`config.mk`:
```
export PLATFORM = sky130hd
export DESIGN_NAME = clk_postdiv
export DESIGN_NICKNAME = d
export VERILOG_FILES = /design/src/rtl/cpd_pkg.sv /design/src/rtl/cpd_sync.sv /design/src/rtl/cpd_counter.sv /design/src/rtl/cpd_gate.sv /design/src/rtl/clk_postdiv.sv
export SDC_FILE = /design/constraint.sdc
export NUM_CORES = 1
export LEC_CHECK = 0
export BUFFER_PORTS_ARGS = -buffer_cell sky130_fd_sc_hd__buf_4
export CORE_MARGIN = 5
export CORE_UTILIZATION = 36
export DETAILED_ROUTE_END_ITERATION = 7
export GPL_TIMING_DRIVEN = 0
export SLEW_MARGIN = 10
export SYNTH_ARGS = -nofsm -noshare
export SYNTH_HDL_FRONTEND = slang
export SYNTH_SLANG_ARGS = --single-unit
```
`constraint.sdc`:
```
create_clock -name clk_src -period 4.5 [get_ports clk_src]
set_input_delay 0.45 -clock clk_src [delete_from_list [all_inputs] [get_ports clk_src]]
set_output_delay 0.45 -clock clk_src [all_outputs]
set_load 0.05 [all_outputs]
```
`src/rtl/cpd_pkg.sv`:
```
`timescale 1ns/1ps
package cpd_pkg;
  localparam int CODE_W  = 3;
  localparam int LOG_MAX = 6;
  localparam int LOG_W   = $clog2(LOG_MAX + 1);
  localparam int CNT_W   = LOG_MAX;
  localparam int NCH     = 2;

  typedef logic [CODE_W-1:0] code_t;
  typedef logic [LOG_W-1:0]  log_t;
  typedef logic [CNT_W-1:0]  cnt_t;

  localparam logic [CNT_W:0] ONE_W = {{CNT_W{1'b0}}, 1'b1};

  // Ratio code is the bit-reversed log2 of (ratio/2); reserved values clamp.
  function automatic log_t code_to_log(input code_t c);
    code_t r;
    for (int i = 0; i < CODE_W; i++) r[i] = c[CODE_W-1-i];
    if (int'(r) > LOG_MAX - 1) r = code_t'(LOG_MAX - 1);
    return log_t'(int'(r) + 1);
  endfunction

  // Last count value of one primary period (ratio - 1).
  function automatic cnt_t last_count(input log_t lg);
    return cnt_t'((ONE_W << lg) - ONE_W);
  endfunction

  // Count at which the primary output falls (ratio / 2).
  function automatic cnt_t half_count(input log_t lg);
    return cnt_t'(ONE_W << (lg - log_t'(1)));
  endfunction
endpackage

```
`src/rtl/cpd_sync.sv`:
```
`timescale 1ns/1ps
module cpd_sync #(
  parameter int STAGES = 2
) (
  input  logic clk,
  input  logic rst_n,
  input  logic d,
  output logic q
);
  logic [STAGES-1:0] shift_q;

  always_ff @(posedge clk or negedge rst_n) begin
    if (!rst_n) shift_q <= '0;
    else        shift_q <= {shift_q[STAGES-2:0], d};
  end

  assign q = shift_q[STAGES-1];
endmodule

```
`src/rtl/cpd_counter.sv`:
```
`timescale 1ns/1ps
module cpd_counter import cpd_pkg::*; #(
  parameter code_t DEF_CODE = 3'b010
) (
  input  logic  clk,
  input  logic  rst_n,
  input  code_t na_code,
  input  logic  nb_half,
  output logic  wrap_pri,
  output logic  wrap_sec,
  output logic  lvl_pri,
  output logic  lvl_sec
);
  cnt_t cnt_q, cnt_d;
  log_t log_q, log_d;
  logic nb_q, nb_d;
  logic ph_q, ph_d;

  assign wrap_pri = (cnt_q == last_count(log_q));
  assign wrap_sec = wrap_pri & (~nb_q | ph_q);

  always_comb begin
    log_d = wrap_sec ? code_to_log(na_code) : log_q;
    nb_d  = wrap_sec ? nb_half : nb_q;
    cnt_d = wrap_pri ? '0 : cnt_q + cnt_t'(1);
    if (wrap_sec)      ph_d = 1'b0;
    else if (wrap_pri) ph_d = ~ph_q;
    else               ph_d = ph_q;
    lvl_pri = (cnt_d < half_count(log_d));
    lvl_sec = nb_d ? ~ph_d : lvl_pri;
  end

  always_ff @(posedge clk or negedge rst_n) begin
    if (!rst_n) begin
      cnt_q <= '0;
      log_q <= code_to_log(DEF_CODE);
      nb_q  <= 1'b0;
      ph_q  <= 1'b0;
    end else begin
      cnt_q <= cnt_d;
      log_q <= log_d;
      nb_q  <= nb_d;
      ph_q  <= ph_d;
    end
  end
endmodule

```
`src/rtl/cpd_gate.sv`:
```
`timescale 1ns/1ps
module cpd_gate (
  input  logic clk,
  input  logic rst_n,
  input  logic bound,
  input  logic run,
  input  logic lvl,
  output logic en_q,
  output logic out_q
);
  logic en_d;

  assign en_d = bound ? run : en_q;

  always_ff @(posedge clk or negedge rst_n) begin
    if (!rst_n) begin
      en_q  <= 1'b0;
      out_q <= 1'b0;
    end else begin
      en_q  <= en_d;
      out_q <= en_d & lvl;
    end
  end
endmodule

```
`src/rtl/clk_postdiv.sv`:
```
`timescale 1ns/1ps
module clk_postdiv import cpd_pkg::*; #(
  parameter int    SYNC_STAGES = 2,
  parameter code_t DEF_CODE    = 3'b010
) (
  input  logic       clk_src,
  input  logic       rst_n,
  input  logic [2:0] na_code,
  input  logic       nb_half,
  input  logic       stop_a_n,
  input  logic       stop_b_n,
  output logic       clk_a,
  output logic       clk_b
);
  logic [NCH-1:0] stop_vec, run_vec, bound_vec, lvl_vec, en_vec, out_vec;
  logic wrap_a, wrap_b, en_a, en_b;
  logic lvl_pri, lvl_sec;

  cpd_counter #(.DEF_CODE(DEF_CODE)) u_cnt (
    .clk      (clk_src),
    .rst_n    (rst_n),
    .na_code  (na_code),
    .nb_half  (nb_half),
    .wrap_pri (wrap_a),
    .wrap_sec (wrap_b),
    .lvl_pri  (lvl_pri),
    .lvl_sec  (lvl_sec)
  );

  assign stop_vec  = {stop_b_n, stop_a_n};
  assign bound_vec = {wrap_b, wrap_a};
  assign lvl_vec   = {lvl_sec, lvl_pri};

  for (genvar ch = 0; ch < NCH; ch++) begin : g_ch
    cpd_sync #(.STAGES(SYNC_STAGES)) u_sync (
      .clk   (clk_src),
      .rst_n (rst_n),
      .d     (stop_vec[ch]),
      .q     (run_vec[ch])
    );
    cpd_gate u_gate (
      .clk   (clk_src),
      .rst_n (rst_n),
      .bound (bound_vec[ch]),
      .run   (run_vec[ch]),
      .lvl   (lvl_vec[ch]),
      .en_q  (en_vec[ch]),
      .out_q (out_vec[ch])
    );
  end

  assign en_a  = en_vec[0];
  assign en_b  = en_vec[1];
  assign clk_a = out_vec[0];
  assign clk_b = out_vec[1];
endmodule

```
==> summary.txt, run 1 <==
Run status
  – Outcome: complete, no violations

Drt
  – DRT iter0 DRCs: 65
  – Antenna Nets Post-Route: 0
  – Via count: slightly above 800
  – Drt first pass iters: 4
  – # DRC: 0
  – Final WL: between 2000 and 2500 um
  – Routed vias/inst: between 4 and 5
  – Drt wl/cell: 13.5 um

Floorplan
  – Initial core utilization: 36.7%
  – I/O pins: 10
  – Die H: 67.9 um
  – Die width: around 68 um
  – Core area: roughly 3300 sq um
  – Row cnt: 21
  – Die ar.: approximately 4600 sq um

Clock network
  – Worst-path clk slew: 0.12 ns
  – Max Root-Sink Buffers: 2
  – Worst-Skew Late Latency: around 0.30 ns
  – TritonCTS clock tree: built
  – Total CTS buffers: 3
  – CTS H-tree depth: 1
  – Clock sinks: 19
  – CTS root buffer: clkbuf_4

Global routing
  – GR Util All Layers: ~11%
  – Pin count of the biggest net entering global routing: 20
  – Initial antenna violation count: 0
  – Vias in the first global route: just over 800
  – First-pass GRT wire length: 3730 um
  – GR Overflow Total: 0

Synthesis
  – Post-synth EDFFs: 0
  – Synth async-reset ratio: 100%
  – Cells after synthesis: between 100 and 150
  – Avg Synthesized Cell Area: between 10 and 15 sq um
  – Sequential share of the synthesized area: between 30% and 40%
  – Synth top area share: a little over a third
  – Ranking of synthesized cells by area: dfrtp_1, ha_1, dfstp_2
  – Synth unique cells: 42
  – Cell area after synthesis: around 1200 sq um
  – Synth area leader: dfrtp_1
  – #FFs+latches synth: 19
  – Prevailing post-synth register cell: dfrtp_1
  – YS warnings: 0
  – Net count after synthesis: approximately 120

Timing
  – RSZ-0062 raised after global routing: no
  – Setup Viol. Count Final: 0
  – Final Max Slew Viols: 0
  – Worst Tran Pin Value: ~0.63 ns
  – Max Freq: 231 MHz
  – Max_slew headroom: roughly 58%
  – Final period utilization: 96.3%
  – Final min period: ~4.3 ns
  – Fin. Hold Viols: 0
  – Final Skew: between 0.007 and 0.008 ns

Place
  – GP Congestion: roughly 0.77
  – Dpl cells: between 150 and 200
  – Hpwl dp: 1760 um
  – Port Buffer Count: 9

Setup path
  – Worst r2r path cells: 14
  – CP Capture Type: register
  – Critical Path AT: 4.55 ns
  – Critical register-to-register path startpoint: u_cnt.log_q[1]
  – CP peak stage delay: 0.56 ns
  – Startpoint Class: register
  – CP max FO: 8
  – Flop2flop setup slack: around 0.17 ns
  – Reg-to-Reg End: g_ch[1].u_gate.out_q
  – Crit path kind: register to register
  – Slowest cell on the critical path: or4b_4
  – Cells along the critical path: buf_6, or3_4, ha_1, or4b_4, o311ai_4, xor2_4, nor2_4, mux2_2, or3_1, ha_1, a21o_1, a21o_1, a311o_1, o31ai_1
  – Critical Path RT: around 4.7 ns

Finish
  – Nets: between 100 and 150
  – Most common cell after layout, fill and taps aside: dfrtp_1
  – Non-filler cells in the finished layout: ~170
  – Area Growth Syn to Fin: 14.6%
  – Fin util: a little over two fifths
  – Most frequent cells in the layout: dfrtp_1, buf_4, nor2_1
  – Layout cell share with drive strength beyond 1: 28.1%
  – ANT cells: 0

Job
  – Max-Cap Viols: 0

Worst hold path
  – Hold Crit Class: input pin to async pin
## final cells by class
class,count,area [sq um]
repair buffers,10,75.1
well taps,46,57.6
clock inverters,1,5.00
flip-flops and latches,19,478
inverters,6,22.5
plain buffers,2,16.3
multi-input cells,80,706
clock buffers,3,22.5
fillers,327,1900
## state kept, by name, summed over array words and instances (netlist names)
| register | flops |
|---|---|
| u_cnt.nb_q | 1 |
| u_cnt.ph_q | 1 |
| u_cnt.log_q | 3 |
| g_ch.u_gate.en_q | 2 |
| g_ch.u_gate.out_q | 2 |
| g_ch.u_sync.shift_q | 4 |
| u_cnt.cnt_q | 6 |
## critical path, delay by kind of cell, from the launching register on
kind / cells / cell delay (ns)
buf+inv: 1 / 0.13
xor+xnor: 1 / 0.18
mux: 1 / 0.42
flops: 1 / 0.39
simple gates: 4 / 1.50
compound gates: 5 / 1.05
fa+ha+maj: 2 / 0.57
## worst max-delay path by stage
| stage | start | end | cells past startpoint | slack [ns] |
|---|---|---|---|---|
| finish | u_cnt.log_q[1] | g_ch[1].u_gate.out_q | 14 | 0.17 |
| global route | u_cnt.log_q[1] | g_ch[1].u_gate.out_q | 14 | 0.02 |
| CTS | u_cnt.log_q[1] | g_ch[1].u_gate.out_q | 14 | 0.08 |
| detailed placement | u_cnt.log_q[1] | g_ch[1].u_gate.out_q | 14 | -0.06 |
| global placement | u_cnt.log_q[1] | g_ch[1].u_gate.out_q | 14 | -0.09 |
| floorplan | u_cnt.log_q[1] | g_ch[1].u_gate.out_q | 14 | 0.42 |
## routing by layer
layer	part of all wire (%)	routed length (um)	global-route usage, %	vias up
met3	1.8	41	0.985	2
met2	48	1080	17.4	13
met1	48	1090	14.6	409
li1	-	-	-	407
met4	1.5	33	5.96	0
met5	0	0	0	-
## cells by family after synthesis
group                    share of synthesized area, %
AND/OR/NAND/NOR                                  21.6
flip-flops                                       39.6
AO/OA/AOI/OAI                                    10.3
XOR/XNOR                                         11.1
buffers and inverters                            3.22
adder cells (fa/ha/maj)                          8.30
multiplexers                                     5.91
## metrics by stage
stage          instance area, sq um  setup TNS, ns  hold WS [ns]  worst slack [ns]
2_1_floorplan                  1210              0         0.154             0.418
3_5_place_dp                   1330        -0.0599         0.337           -0.0599
5_1_grt                        1380              0       0.00195            0.0152
6_report                       1380              0       0.00188             0.166
4_1_cts                        1370              0       0.00156            0.0838
3_3_place_gp                   1330        -0.0940         0.332           -0.0921
## synthesized netlist by cell type (2+ instances only)
library cell	instances
a21oi_1	2
ha_1	8
nor2b_1	3
nor2_1	9
nand3_1	7
inv_1	5
nand4_1	2
xor2_1	4
a21o_1	2
o21ai_0	2
mux2i_1	2
and2b_1	3
mux2_2	2
dfstp_2	2
xnor2_1	5
nand2_1	4
or3_1	4
dfrtp_1	17
## repair_timing
item	CTS	global route
endpoints found under the hold margin	0	0
hold buffers	0	0
gates resized for setup	1	1
endpoints found under the setup margin	2	2
setup buffers	0	1
pin swaps	0	2
Power of run 1 is left out: the tool's default activity adds up to more than one toggle a clock period on the data nets, which glitch-free logic cannot reach.
==> inputs of run 2 (changes only) <==
==> constraint.sdc (replaced) <==
create_clock -name clk_src -period 5.4 [get_ports clk_src]
set_input_delay 0.54 -clock clk_src [delete_from_list [all_inputs] [get_ports clk_src]]
set_output_delay 0.54 -clock clk_src [all_outputs]
set_load 0.05 [all_outputs]
==> summary.txt, run 2 (synthesized netlist as in run 1, its figures left out) <==
Finish
  – Max FFs per register: 6 (unchanged)
  – Nets: 137 (-0.72%)
  – Most frequent cells in the layout: dfrtp_1, nor2_1, buf_4
  – ANT cells: 0 (unchanged)
  – Fillers: 326 (-0.31%)
  – Area of the multi-input gates: 689 sq um (-2.3%)
  – Biggest register: u_cnt.cnt_q
  – Storage cell area: 478 sq um (unchanged)
  – Area Growth Syn to Fin: 12.7%
  – Layout cell share with drive strength beyond 1: 26.7% (-1.4 points)
  – Most common cell after layout, fill and taps aside: dfrtp_1
  – Top flop regs: u_cnt.cnt_q: 6 flops, g_ch.u_sync.shift_q: 4 flops, u_cnt.log_q: 3 flops

Timing
  – Setup TNS: 0 ns (unchanged)
  – Final Skew: 0.00465 ns (-0.00316 ns)
  – Final period utilization: 85.3% (-11 points)
  – Final Max Slew Viols: 0 (unchanged)
  – Final WS setup: 0.795 ns (+0.630 ns)
  – Final min period: 4.60 ns (+0.270 ns)
  – RSZ-0062 raised after global routing: no
  – Max Freq: 217 MHz (-5.9%)
  – Fin. Hold Viols: 0 (unchanged)
  – Max_slew headroom: 31.8% (-26 points)
  – Setup Viol. Count Final: 0 (unchanged)
  – Hold slack final: 0.0965 ns (+0.0947 ns)
  – Worst Tran Pin Value: 1.02 ns (+0.395 ns)

Floorplan
  – Die H: 67.9 um (unchanged)
  – Row cnt: 21 (unchanged)
  – Initial core utilization: 36.7% (unchanged)
  – Die ar.: 4610 sq um (unchanged)
  – Core area: 3280 sq um (unchanged)
  – Die width: 67.9 um (unchanged)
  – I/O pins: 10 (unchanged)

Global routing
  – GR Overflow Total: 0 (unchanged)
  – First-pass GRT wire length: 3710 um (-0.72%)
  – Vias in the first global route: 805 (-1.5%)
  – GR Util All Layers: 10.9% (-0.069 points)
  – Pin count of the biggest net entering global routing: 20 (unchanged)
  – Initial antenna violation count: 0 (unchanged)

Clock network
  – Clock sinks: 19 (unchanged)
  – Worst-path clk slew: 0.11 ns (about the same)
  – Worst-Skew Late Latency: 0.30 ns (about the same)
  – Postcts setup bufs: 0 (unchanged)
  – CTS root buffer: clkbuf_4
  – Gates resized, CTS repair: 0 (-1)
  – CTS H-tree depth: 1 (unchanged)
  – Hold_buf cts: 0 (unchanged)
  – Max Root-Sink Buffers: 2 (unchanged)
  – Total CTS buffers: 3 (unchanged)
  – TritonCTS clock tree: built

Setup path
  – Crit-path most repeated cell: ha_1
  – CP max FO: 10 (+2)
  – Startpoint Class: register
  – Critical Path AT: 4.82 ns (+0.27 ns)
  – Cells along the critical path: buf_6, or3_4, ha_1, or4b_4, o311ai_4, xor2_4, nor4b_2, and2b_1, ha_1, nor2_1, nand4_1, o211a_1, a311o_1, o31ai_1
  – Crit path kind: register to register
  – Critical Path RT: 5.61 ns (+0.90 ns)
  – Slowest cell on the critical path: nor4b_2
  – CP peak stage delay: 0.92 ns (+0.36 ns)
  – CP Capture Type: register

Run status
  – Outcome: complete, no violations

Drt
  – DRT iter0 DRCs: 49 (-25%)
  – Antenna Nets Post-Route: 0 (unchanged)
  – # DRC: 0 (unchanged)
  – Drt first pass iters: 4 (unchanged)
  – Routed vias/inst: 4.93 (-0.97%)
  – Drt wl/cell: 13.6 um (+1.1%)
  – Via count: 818 (-1.6%)
  – Final WL: 2260 um (+0.49%)

Worst hold path
  – Hold Crit Class: input pin to async pin

Job
  – Max-Cap Viols: 0 (unchanged)

Place
  – Worst slack, placed: 0.840 ns (+0.900 ns)
  – Port Buffer Count: 9 (unchanged)
  – GP Congestion: 0.770 (unchanged)
  – Hpwl dp: 1760 um (unchanged)
run 2: area by class of cell:
cell class,instances,share of cell area (%)
Tap cell,46,4.24
Clock inverter,1,0.368
Multi-Input combinational cell,80,50.7
Inverter,6,1.66
Sequential cell,19,35.2
Buffer,2,1.20
Clock buffer,3,1.66
Timing Repair Buffer,9,4.97
run 2: worst paths after layout:
path	startpoint	to	slack, ns	cells past startpoint
max	u_cnt.log_q[1]	g_ch[1].u_gate.out_q	0.80	14
min	rst_n	u_cnt.cnt_q[1]	0.1	1
max reg2reg	u_cnt.log_q[1]	g_ch[1].u_gate.out_q	0.80	14
min reg2reg	g_ch[0].u_sync.shift_q[0]	g_ch[0].u_sync.shift_q[1]	0.36	0
max in group asynchronous	rst_n	u_cnt.log_q[1]	5.04	1
min in group clk_src	stop_b_n	g_ch[1].u_sync.shift_q[0]	0.34	1
run 2: critical path: cells and delay by family, from the launching register on:
kind	cells	cell delay, ns
DFF	1	0.38
AOI/OAI and AO/OA	4	0.86
xor gates and xnor gates	1	0.17
buffers and inverters	1	0.13
adders and majority gates	2	0.48
and+or+nand+nor	6	2.48
run 2: per-layer routing:
metal	part of all wire, %	GRT usage, %
met4	1.5	5.96
met3	2.0	0.985
met2	50	17.1
met5	0	0
met1	47	14.6
run 2: metrics by stage:
stage               cell area (sq um)  util (%)  instances
floorplan                        1210         -        107
global placement                 1330      40.5        162
detailed placement               1330      40.5        162
CTS                              1360      41.4        166
global route                     1360      41.4        166
finish                           1360      41.4        166
Power of run 2 is left out for the same reason.
==> inputs of run 3 (changes only) <==
--- a/config.mk
+++ b/config.mk
@@ -6,7 +6,7 @@
 export NUM_CORES = 1
 export LEC_CHECK = 0
 export BUFFER_PORTS_ARGS = -buffer_cell sky130_fd_sc_hd__buf_4
-export CORE_MARGIN = 5
+export CORE_MARGIN = 2
 export CORE_UTILIZATION = 36
 export DETAILED_ROUTE_END_ITERATION = 7
 export GPL_TIMING_DRIVEN = 0
==> summary.txt, run 3 (synthesized netlist as in run 1, its figures left out) <==
Clock network
  – Clock sinks: 19 (unchanged)
  – Worst-path clk slew: 0.11 ns (about the same)
  – Worst-Skew Late Latency: 0.29 ns (about the same)
  – Hold_buf cts: 0 (unchanged)
  – TritonCTS clock tree: built
  – Total CTS buffers: 3 (unchanged)
  – Postcts setup bufs: 0 (unchanged)
  – Gates resized, CTS repair: 0 (unchanged)
  – Max Root-Sink Buffers: 2 (unchanged)
  – CTS root buffer: clkbuf_4
  – CTS H-tree depth: 1 (unchanged)

Timing
  – Worst Tran Pin Value: 0.995 ns (-0.0256 ns)
  – Final min period: 4.59 ns (-0.0189 ns)
  – Setup TNS: 0 ns (unchanged)
  – Final Max Slew Viols: 0 (unchanged)
  – Fin. Hold Viols: 0 (unchanged)
  – Final Skew: 0.00629 ns (+0.00164 ns)
  – Setup Viol. Count Final: 0 (unchanged)
  – RSZ-0062 raised after global routing: no
  – Max_slew headroom: 33.5% (+1.7 points)
  – Max Freq: 218 MHz (+0.41%)
  – Final period utilization: 84.9% (-0.35 points)

Drt
  – Routed vias/inst: 4.94 (+0.24%)
  – Antenna Nets Post-Route: 0 (unchanged)
  – # DRC: 0 (unchanged)
  – Final WL: 2150 um (-5.2%)
  – Drt first pass iters: 4 (unchanged)
  – DRT iter0 DRCs: 27 (-45%)
  – Via count: 820 (+0.24%)
  – Drt wl/cell: 12.9 um (-5.2%)

Finish
  – Biggest register: u_cnt.cnt_q
  – Layout cell share with drive strength beyond 1: 26.7% (unchanged)
  – Nets: 137 (unchanged)
  – Final Instance Area: 1360 sq um (unchanged)
  – ANT cells: 0 (unchanged)
  – Top flop regs: u_cnt.cnt_q: 6 flops, g_ch.u_sync.shift_q: 4 flops, u_cnt.log_q: 3 flops
  – Area Growth Syn to Fin: 12.7% (unchanged)
  – Most common cell after layout, fill and taps aside: dfrtp_1
  – Most frequent cells in the layout: dfrtp_1, nor2_1, buf_4
  – Max FFs per register: 6 (unchanged)
  – Fin util: 41.4% (unchanged)

Global routing
  – Vias in the first global route: 804 (-0.12%)
  – GR Util All Layers: 12.6% (+1.7 points)
  – GR Overflow Total: 0 (unchanged)
  – Initial antenna violation count: 0 (unchanged)
  – Pin count of the biggest net entering global routing: 20 (unchanged)
  – First-pass GRT wire length: 3480 um (-6.0%)

Floorplan
  – Initial core utilization: 36.7% (unchanged)
  – Row cnt: 21 (unchanged)
  – Core area: 3280 sq um (unchanged)
  – Die ar.: 3830 sq um (-17%)
  – Die width: 61.9 um (-8.8%)
  – I/O pins: 10 (unchanged)
  – Die H: 61.9 um (-8.8%)

Place
  – GP Congestion: 0.775 (+0.62%)
  – Placed Area: 1330 sq um (unchanged)
  – Hpwl dp: 1700 um (-2.9%)
  – Port Buffer Count: 9 (unchanged)

Setup path
  – CP peak stage delay: 0.90 ns (-0.02 ns)
  – Critical Path RT: 5.61 ns (about the same)
  – CP max FO: 10 (unchanged)
  – Bufs and invs on worst path: 1 (unchanged)
  – Crit-path most repeated cell: ha_1
  – Slowest cell on the critical path: nor4b_2
  – CP Capture Type: register
  – Startpoint Class: register
  – Cells along the critical path: buf_6, or3_4, ha_1, or4b_4, o311ai_4, xor2_4, nor4b_2, and2b_1, ha_1, nor2_1, nand4_1, o211a_1, a311o_1, o31ai_1
  – Crit path kind: register to register
  – Dominant delay contributor by cell family on the critical path: simple AND/OR/NAND/NOR gates
  – Critical Path AT: 4.79 ns (-0.03 ns)

Worst hold path
  – Hold Crit Class: input pin to async pin

Job
  – Max-Cap Viols: 0 (unchanged)

Run status
  – Outcome: complete, no violations
[run 3: cell counts in the layout (fill, tap and decap cells not counted)]
No cell type changed its count.
[run 3: final timing paths]
check | startpoint | end | slack [ns] | cells past startpoint
max | u_cnt.log_q[1] | g_ch[1].u_gate.out_q | 0.81 | 14
min | rst_n | u_cnt.cnt_q[1] | 0.09 | 1
max reg2reg | u_cnt.log_q[1] | g_ch[1].u_gate.out_q | 0.81 | 14
min reg2reg | g_ch[0].u_sync.shift_q[0] | g_ch[0].u_sync.shift_q[1] | 0.36 | 0
max in group asynchronous | rst_n | u_cnt.log_q[0] | 5.05 | 1
min in group clk_src | stop_b_n | g_ch[1].u_sync.shift_q[0] | 0.35 | 1
[run 3: per-stage QoR]
step	std cells	setup slack [ns]	hold WS [ns]
final	166	0.814	0.0945
after global routing	166	0.509	0.0976
after CTS	166	0.776	0.0970
after detailed placement	162	0.824	0.343
after global placement	162	0.811	0.337
after floorplan	107	1.32	0.244
[run 3: layout make-up]
class                      count  area, sq um
buffer                         2         16.3
clock buffer                   3         22.5
multi-input combinational     80          689
tap                           46         57.6
sequential                    19          478
clock inverter                 1         5.00
fill                         326         1930
timing repair buffer           9         67.6
inverter                       6         22.5
[run 3: routing by layer]
| metal | up-vias | part of all wire [%] | track usage (%) |
|---|---|---|---|
| li1 | 403 | - | - |
| met1 | 410 | 44 | 15.0 |
| met2 | 7 | 55 | 23.3 |
| met3 | 0 | 0.89 | 0.621 |
| met4 | 0 | 0 | 5.47 |
| met5 | - | 0 | 0 |
[run 3: worst register-to-register path: stages, from the launching register on]
cell and delay [ns]:
dfstp_2 0.38, buf_6 0.13, or3_4 0.43, ha_1 0.27, or4b_4 0.56, o311ai_4 0.10
xor2_4 0.17, nor4b_2 0.90, and2b_1 0.30, ha_1 0.22, nor2_1 0.16, nand4_1 0.11
o211a_1 0.22, a311o_1 0.31, o31ai_1 0.24
Power of run 3 is left out for the same reason.
